## src/rtl/irb_pkg.sv

```systemverilog
package irb_pkg;
  localparam int ADDR_W      = 10;
  localparam int ID_W        = 8;
  localparam int ARRAY_WORDS = 8;
  localparam int VEC_BITS    = ARRAY_WORDS * 32;

  // word addresses of each register region
  localparam logic [ADDR_W-1:0] WA_EN_SET = 10'h000;
  localparam logic [ADDR_W-1:0] WA_EN_CLR = 10'h020;
  localparam logic [ADDR_W-1:0] WA_PD_SET = 10'h040;
  localparam logic [ADDR_W-1:0] WA_PD_CLR = 10'h060;
  localparam logic [ADDR_W-1:0] WA_ACT    = 10'h080;
  localparam logic [ADDR_W-1:0] WA_PRIO   = 10'h0C0;
  localparam logic [ADDR_W-1:0] WA_TRIG   = 10'h380;
endpackage

```

## src/rtl/irb_id_onehot.sv

```systemverilog
module irb_id_onehot
  import irb_pkg::*;
#(
  parameter int NUM_SRC = 60
) (
  input  logic               valid,
  input  logic [ID_W-1:0]    id,
  output logic [NUM_SRC-1:0] vec
);
  // numbers at or above NUM_SRC match no bit
  for (genvar i = 0; i < NUM_SRC; i++) begin : g_bit
    assign vec[i] = valid && (id == ID_W'(i));
  end
endmodule

```

## src/rtl/irb_wr_decode.sv

```systemverilog
module irb_wr_decode
  import irb_pkg::*;
#(
  parameter int NUM_SRC = 60
) (
  input  logic               wr,
  input  logic [ADDR_W-1:0]  addr,
  input  logic [31:0]        wdata,
  input  logic [3:0]         wstrb,
  output logic [NUM_SRC-1:0] en_set,
  output logic [NUM_SRC-1:0] en_clr,
  output logic [NUM_SRC-1:0] pd_set,
  output logic [NUM_SRC-1:0] pd_clr,
  output logic [NUM_SRC-1:0] prio_we
);
  for (genvar n = 0; n < NUM_SRC; n++) begin : g_src
    localparam int WRD = n / 32;
    localparam int BIT = n % 32;
    localparam int PWD = n / 4;
    localparam int PBY = n % 4;
    logic one;
    assign one        = wr && wdata[BIT] && wstrb[BIT/8];
    assign en_set[n]  = one && (addr == WA_EN_SET + ADDR_W'(WRD));
    assign en_clr[n]  = one && (addr == WA_EN_CLR + ADDR_W'(WRD));
    assign pd_set[n]  = one && (addr == WA_PD_SET + ADDR_W'(WRD));
    assign pd_clr[n]  = one && (addr == WA_PD_CLR + ADDR_W'(WRD));
    assign prio_we[n] = wr && wstrb[PBY] && (addr == WA_PRIO + ADDR_W'(PWD));
  end
endmodule

```

## src/rtl/irb_setclr_bank.sv

```systemverilog
module irb_setclr_bank #(
  parameter int NUM_SRC = 60
) (
  input  logic               clk,
  input  logic               rst_n,
  input  logic [NUM_SRC-1:0] sw_set,
  input  logic [NUM_SRC-1:0] sw_clr,
  input  logic [NUM_SRC-1:0] hw_set,
  input  logic [NUM_SRC-1:0] hw_clr,
  output logic [NUM_SRC-1:0] state
);
  // any set source wins over any clear source in the same cycle
  always_ff @(posedge clk) begin
    if (!rst_n) state <= '0;
    else        state <= (state & ~sw_clr & ~hw_clr) | sw_set | hw_set;
  end
endmodule

```

## src/rtl/irb_prio_store.sv

```systemverilog
module irb_prio_store #(
  parameter int NUM_SRC = 60
) (
  input  logic                 clk,
  input  logic                 rst_n,
  input  logic [NUM_SRC-1:0]   we,
  input  logic [31:0]          wdata,
  output logic [NUM_SRC*8-1:0] prio_flat
);
  always_ff @(posedge clk) begin
    if (!rst_n) prio_flat <= '0;
    else begin
      for (int n = 0; n < NUM_SRC; n++) begin
        if (we[n]) prio_flat[n*8 +: 8] <= wdata[(n%4)*8 +: 8];
      end
    end
  end
endmodule

```

## src/rtl/irb_read_mux.sv

```systemverilog
module irb_read_mux
  import irb_pkg::*;
#(
  parameter int NUM_SRC = 60
) (
  input  logic [ADDR_W-1:0]    addr,
  input  logic [NUM_SRC-1:0]   enable,
  input  logic [NUM_SRC-1:0]   pending,
  input  logic [NUM_SRC-1:0]   active,
  input  logic [NUM_SRC*8-1:0] prio_flat,
  output logic [31:0]          word
);
  localparam int PRIO_WORDS = (NUM_SRC + 3) / 4;
  localparam int PRIO_BITS  = PRIO_WORDS * 32;

  logic [VEC_BITS-1:0]  en_p, pd_p, ac_p;
  logic [PRIO_BITS-1:0] pr_p;
  assign en_p = VEC_BITS'(enable);
  assign pd_p = VEC_BITS'(pending);
  assign ac_p = VEC_BITS'(active);
  assign pr_p = PRIO_BITS'(prio_flat);

  always_comb begin
    word = '0;
    for (int w = 0; w < ARRAY_WORDS; w++) begin
      if (addr == WA_EN_SET + ADDR_W'(w) || addr == WA_EN_CLR + ADDR_W'(w))
        word = en_p[w*32 +: 32];
      if (addr == WA_PD_SET + ADDR_W'(w) || addr == WA_PD_CLR + ADDR_W'(w))
        word = pd_p[w*32 +: 32];
      if (addr == WA_ACT + ADDR_W'(w))
        word = ac_p[w*32 +: 32];
    end
    for (int w = 0; w < PRIO_WORDS; w++) begin
      if (addr == WA_PRIO + ADDR_W'(w)) word = pr_p[w*32 +: 32];
    end
  end
endmodule

```

## src/rtl/irq_state_bank.sv

```systemverilog
module irq_state_bank
  import irb_pkg::*;
#(
  parameter int NUM_SRC = 60
) (
  input  logic                 clk,
  input  logic                 rst_n,
  input  logic                 bus_wr,
  input  logic                 bus_rd,
  input  logic [ADDR_W-1:0]    bus_addr,
  input  logic [31:0]          bus_wdata,
  input  logic [3:0]           bus_wstrb,
  output logic [31:0]          bus_rdata,
  output logic                 bus_rvalid,
  input  logic [NUM_SRC-1:0]   irq_req,
  input  logic                 ack_valid,
  input  logic [ID_W-1:0]      ack_id,
  input  logic                 done_valid,
  input  logic [ID_W-1:0]      done_id,
  output logic [NUM_SRC-1:0]   enable_o,
  output logic [NUM_SRC-1:0]   pending_o,
  output logic [NUM_SRC-1:0]   active_o,
  output logic [NUM_SRC*8-1:0] prio_o
);
  logic [NUM_SRC-1:0] en_set, en_clr, pd_set, pd_clr, prio_we;
  logic [NUM_SRC-1:0] trig_vec, ack_vec, done_vec, pd_sw_set;
  logic [31:0]        rd_word;
  logic               trig_hit;

  irb_wr_decode #(.NUM_SRC(NUM_SRC)) u_dec (
    .wr(bus_wr), .addr(bus_addr), .wdata(bus_wdata), .wstrb(bus_wstrb),
    .en_set(en_set), .en_clr(en_clr), .pd_set(pd_set), .pd_clr(pd_clr),
    .prio_we(prio_we)
  );

  assign trig_hit = bus_wr && bus_wstrb[0] && (bus_addr == WA_TRIG);

  irb_id_onehot #(.NUM_SRC(NUM_SRC)) u_trig (
    .valid(trig_hit), .id(bus_wdata[ID_W-1:0]), .vec(trig_vec));
  irb_id_onehot #(.NUM_SRC(NUM_SRC)) u_ack (
    .valid(ack_valid), .id(ack_id), .vec(ack_vec));
  irb_id_onehot #(.NUM_SRC(NUM_SRC)) u_done (
    .valid(done_valid), .id(done_id), .vec(done_vec));

  assign pd_sw_set = pd_set | trig_vec;

  irb_setclr_bank #(.NUM_SRC(NUM_SRC)) u_enable (
    .clk(clk), .rst_n(rst_n), .sw_set(en_set), .sw_clr(en_clr),
    .hw_set('0), .hw_clr('0), .state(enable_o));

  // request beats both software clear and acknowledge
  irb_setclr_bank #(.NUM_SRC(NUM_SRC)) u_pending (
    .clk(clk), .rst_n(rst_n), .sw_set(pd_sw_set), .sw_clr(pd_clr),
    .hw_set(irq_req), .hw_clr(ack_vec), .state(pending_o));

  // hardware-only: acknowledge raises, completion drops
  irb_setclr_bank #(.NUM_SRC(NUM_SRC)) u_active (
    .clk(clk), .rst_n(rst_n), .sw_set('0), .sw_clr('0),
    .hw_set(ack_vec), .hw_clr(done_vec), .state(active_o));

  irb_prio_store #(.NUM_SRC(NUM_SRC)) u_prio (
    .clk(clk), .rst_n(rst_n), .we(prio_we), .wdata(bus_wdata),
    .prio_flat(prio_o));

  irb_read_mux #(.NUM_SRC(NUM_SRC)) u_rmux (
    .addr(bus_addr), .enable(enable_o), .pending(pending_o),
    .active(active_o), .prio_flat(prio_o), .word(rd_word));

  always_ff @(posedge clk) begin
    if (!rst_n) begin
      bus_rvalid <= 1'b0;
      bus_rdata  <= '0;
    end else begin
      bus_rvalid <= bus_rd;
      if (bus_rd) bus_rdata <= rd_word;
    end
  end
endmodule

```

## config.mk

```make
export PLATFORM = sky130hd
export DESIGN_NAME = irq_state_bank
export DESIGN_NICKNAME = d
export VERILOG_FILES = /design/src/rtl/irb_pkg.sv /design/src/rtl/irb_id_onehot.sv /design/src/rtl/irb_wr_decode.sv /design/src/rtl/irb_setclr_bank.sv /design/src/rtl/irb_prio_store.sv /design/src/rtl/irb_read_mux.sv /design/src/rtl/irq_state_bank.sv
export SDC_FILE = /design/constraint.sdc
export NUM_CORES = 2
export LEC_CHECK = 0
export BUFFER_PORTS_ARGS = -buffer_cell sky130_fd_sc_hd__buf_2
export CAP_MARGIN = 40
export CORE_ASPECT_RATIO = 1.25
export CORE_MARGIN = 5
export CORE_UTILIZATION = 35
export DETAILED_ROUTE_END_ITERATION = 12
export GPL_TIMING_DRIVEN = 0
export SLEW_MARGIN = 30
export SYNTH_ARGS = -nofsm -noshare
export SYNTH_HDL_FRONTEND = slang
export SYNTH_HIERARCHICAL = 1
export SYNTH_SLANG_ARGS = --single-unit
export TNS_END_PERCENT = 50
```

## constraint.sdc

```tcl
create_clock -name clk -period 5.3 [get_ports clk]
set_clock_uncertainty 0.1 [all_clocks]
set_input_delay 0.53 -clock clk [delete_from_list [all_inputs] [get_ports clk]]
set_output_delay 0.53 -clock clk [all_outputs]
set_load 0.03 [all_outputs]
```

==> metrics.yaml <==
placementRows: 134
cts_resized: 0
die_w_um: 304
grt_max_degree: 18
cp-start-kind: "input port"
dpl.hpwl_um: 222000
grt_pass1_wl_um: 361000
cts_tree: "yes"
synth_xor_area_share_pct: 0
relSlewSlack_pct: 24.9
layout-drive-gt1-share_pct: 26.1
synth_cell_type_count: 75
fin_crit_sh_pct: 88.9
grt_overflow_total: 0
ys_async_sr_fraction_pct: 0
outcome: "finished, final reports clean"
hold_violations: 0
setup_violations: 0
wl_per_cell_um: 40.5
regArea_um2: 13900
cp_data_required_time_ns: 5.81
worst_pin_slew_ns: 1.13
critPathMaxStageDelay_ns: 0.74
synth_top_family_by_area: "simple AND/OR/NAND/NOR gates"
clock-sinks: 693
routed_wl_um: 277000
maxSlewViolCount: 0
muxShareOfSynthArea_pct: 15.4
synth-simple-area-share_pct: 27.2
synth_compound_area_share_pct: 14.2
gp_congestion: 1.10
fin_setup_tns_ns: 0
grt_pass1_vias: 40100
cts_made_buffers: 79
path_class: "in2reg"
htreeDepth: 3
dieHeight_um: 377
cp_slowest_cell: "a222oi_1"
synthCells: 4145
setup_ws_ns: 0.588
grt.total_usage_pct: 45.5
ys_ff_latch: 693
nets: 5471
drt-initial-drc-count: 6129
synth.top_cells.by_area: "dfxtp_1, mux2i_1, nor2b_1, nor4_1, o31a_1"
core_area_um2: 107000
grt_setup_unrepaired: "false"
min_period_ns: 4.71
start_util_pct: 35.3
worst_path_most_repeated_cell: "buf_2"
vias_per_cell: 6.25
synth.cell_area_um2: 37800
clk_pin_slew_worst_paths_ns: 0.07
yosysSeqAreaShare_pct: 36.7
synth_fa_ha_area_share_pct: 0
p_leak_nw: 18.0
multi_input_area_um2: 22500
hp-class: "in2reg"
pin_count: 821
synth_common_cells: "dfxtp_1, mux2i_1, nor2b_1, nor4_1, o31a_1"
crit_path_end_kind: "flip-flop"
drc: 0
max_cap_viol_count: 0
dp_slack_ns: 0.153
synth-edff-count: 0
crit_fanout: 10
p_per_area_nw_per_um2: 275
port_buffers: 819
fmax_mhz: 212
drt.antenna.violating_nets: 0
avgSynthCellArea_um2: 9.12
synth_top_cell_area_share_pct: 36.7
synth_warnings: 6
yosys.area.top_type: "dfxtp_1"
crit_arrival_ns: 5.22
cp_cell_sequence: "buf_2 -> clkbuf_1 -> buf_2 -> buf_2 -> mux2i_1 -> o21ai_0 -> a222oi_1 -> o21ai_0 -> a221o_1 -> mux2i_1 -> nor2b_1"
clk-insertion-delay-late_ns: 0.71
dominantRegCellSynth: "dfxtp_1"
yosysMostFrequentCell: "dfxtp_1"
vdd_drop_max_mv: 0.260
vias: 42800
ctsHoldBuffers: 30
cts_root_buf: "clkbuf_16"
fp.dieArea_um2: 115000
finish.utilization_pct: 44.9
postCtsSetupBuffers: 0
antenna_found_initial: 27
dr.pass1.iters: 6
clockBufferDepth: 3
syn2layout_area_growth_pct: 27.2
fill_cells: 11000
==> routing by layer <==
metal / part of all wire (%) / global-route usage, % / up-vias
met5: 0.051 / 0.249 / -
met4: 11 / 39.7 / 22
met3: 10 / 11.8 / 963
met2: 43 / 70.9 / 3424
met1: 35 / 51.8 / 20800
li1: - / - / 17600
==> worst paths after layout <==
check                        startpoint                  end  slack (ns)  cells after the start
hold / removal              irq_req[21]  u_pending/state[21]        0.03                      2
hold reg to reg            bus_rdata[7]         bus_rdata[7]        0.41                      2
setup / recovery            bus_addr[1]        bus_rdata[15]        0.59                     11
setup reg to reg  u_prio/prio_flat[207]        bus_rdata[15]        1.95                      7
==> layout by cell type (no fill, tap or decap), types with 18 or more instances in the layout <==
cell             n
nor4_1         248
nor4_2          18
clkbuf_2        61
nor3_2          65
dfxtp_1        693
nand3_1         56
nor2_1          98
nor3_1         172
clkbuf_1       189
buf_2          939
clkbuf_16       80
a22oi_1         49
buf_1           27
o31a_1         181
or2_2           69
o21ai_0        149
conb_1         240
nand2_1        128
a221oi_1        37
o22ai_1         77
mux2i_1        556
a21oi_1         84
nor2b_1        521
nor3b_1        180
a31oi_1         21
o221ai_1        36
nand2b_1        25
buf_6           74
dlygate4sd3_1   30
mux2_2          18
==> registers in the layout, summed over array words and instances (netlist names) <==
signal and count:
bus_rdata 32, bus_rvalid 1, u_active/state 60, u_enable/state 60, u_pending/state 60, u_prio/prio_flat 480
==> power by group <==
group	internal, mW	total, mW	switching [mW]
Clock	3.40	6.02	2.62
Sequential	5.30	5.52	0.217
Combinational	0.464	1.68	1.22
Total	9.17	13.2	4.06
==> area by class of cell <==
cell class / count / area share (%)
tap: 1428 / 3.72
sequential: 693 / 28.9
inverter: 9 / 0.0703
timing repair buffer: 878 / 9.68
buffer: 440 / 5.01
clock inverter: 33 / 1.04
clock buffer: 112 / 4.68
antenna: 10 / 0.0521
multi-input combinational: 3242 / 46.9
==> cells by family (layout without fill, tap and decap cells) <==
family,after synthesis,after routing
AND/OR/NAND/NOR,1669,1669
AO/OA/AOI/OAI,756,756
multiplexers,577,577
buffers and inverters,449,1472
flip-flops,693,693
other,1,250
==> critical path: cells and delay by family <==
family	cells	cell delay, ns
buffers and inverters	4	1.74
AND/OR/NAND/NOR	1	0.06
AO/OA/AOI/OAI	4	2.03
multiplexers	2	0.84
==> stage by stage <==
stage	cell area [um2]	cells	hold WS (ns)	total power, mW
finish	48100	6845	0.0267	13.2
global route	48100	6836	0.0210	13.4
CTS	48000	6830	0.00188	13.1
detailed placement	44900	6655	0.405	7.21
global placement	44600	6631	0.391	7.19
floorplan	38700	4384	0.540	6.34
Note: power is estimated with default switching activity, not from simulation.
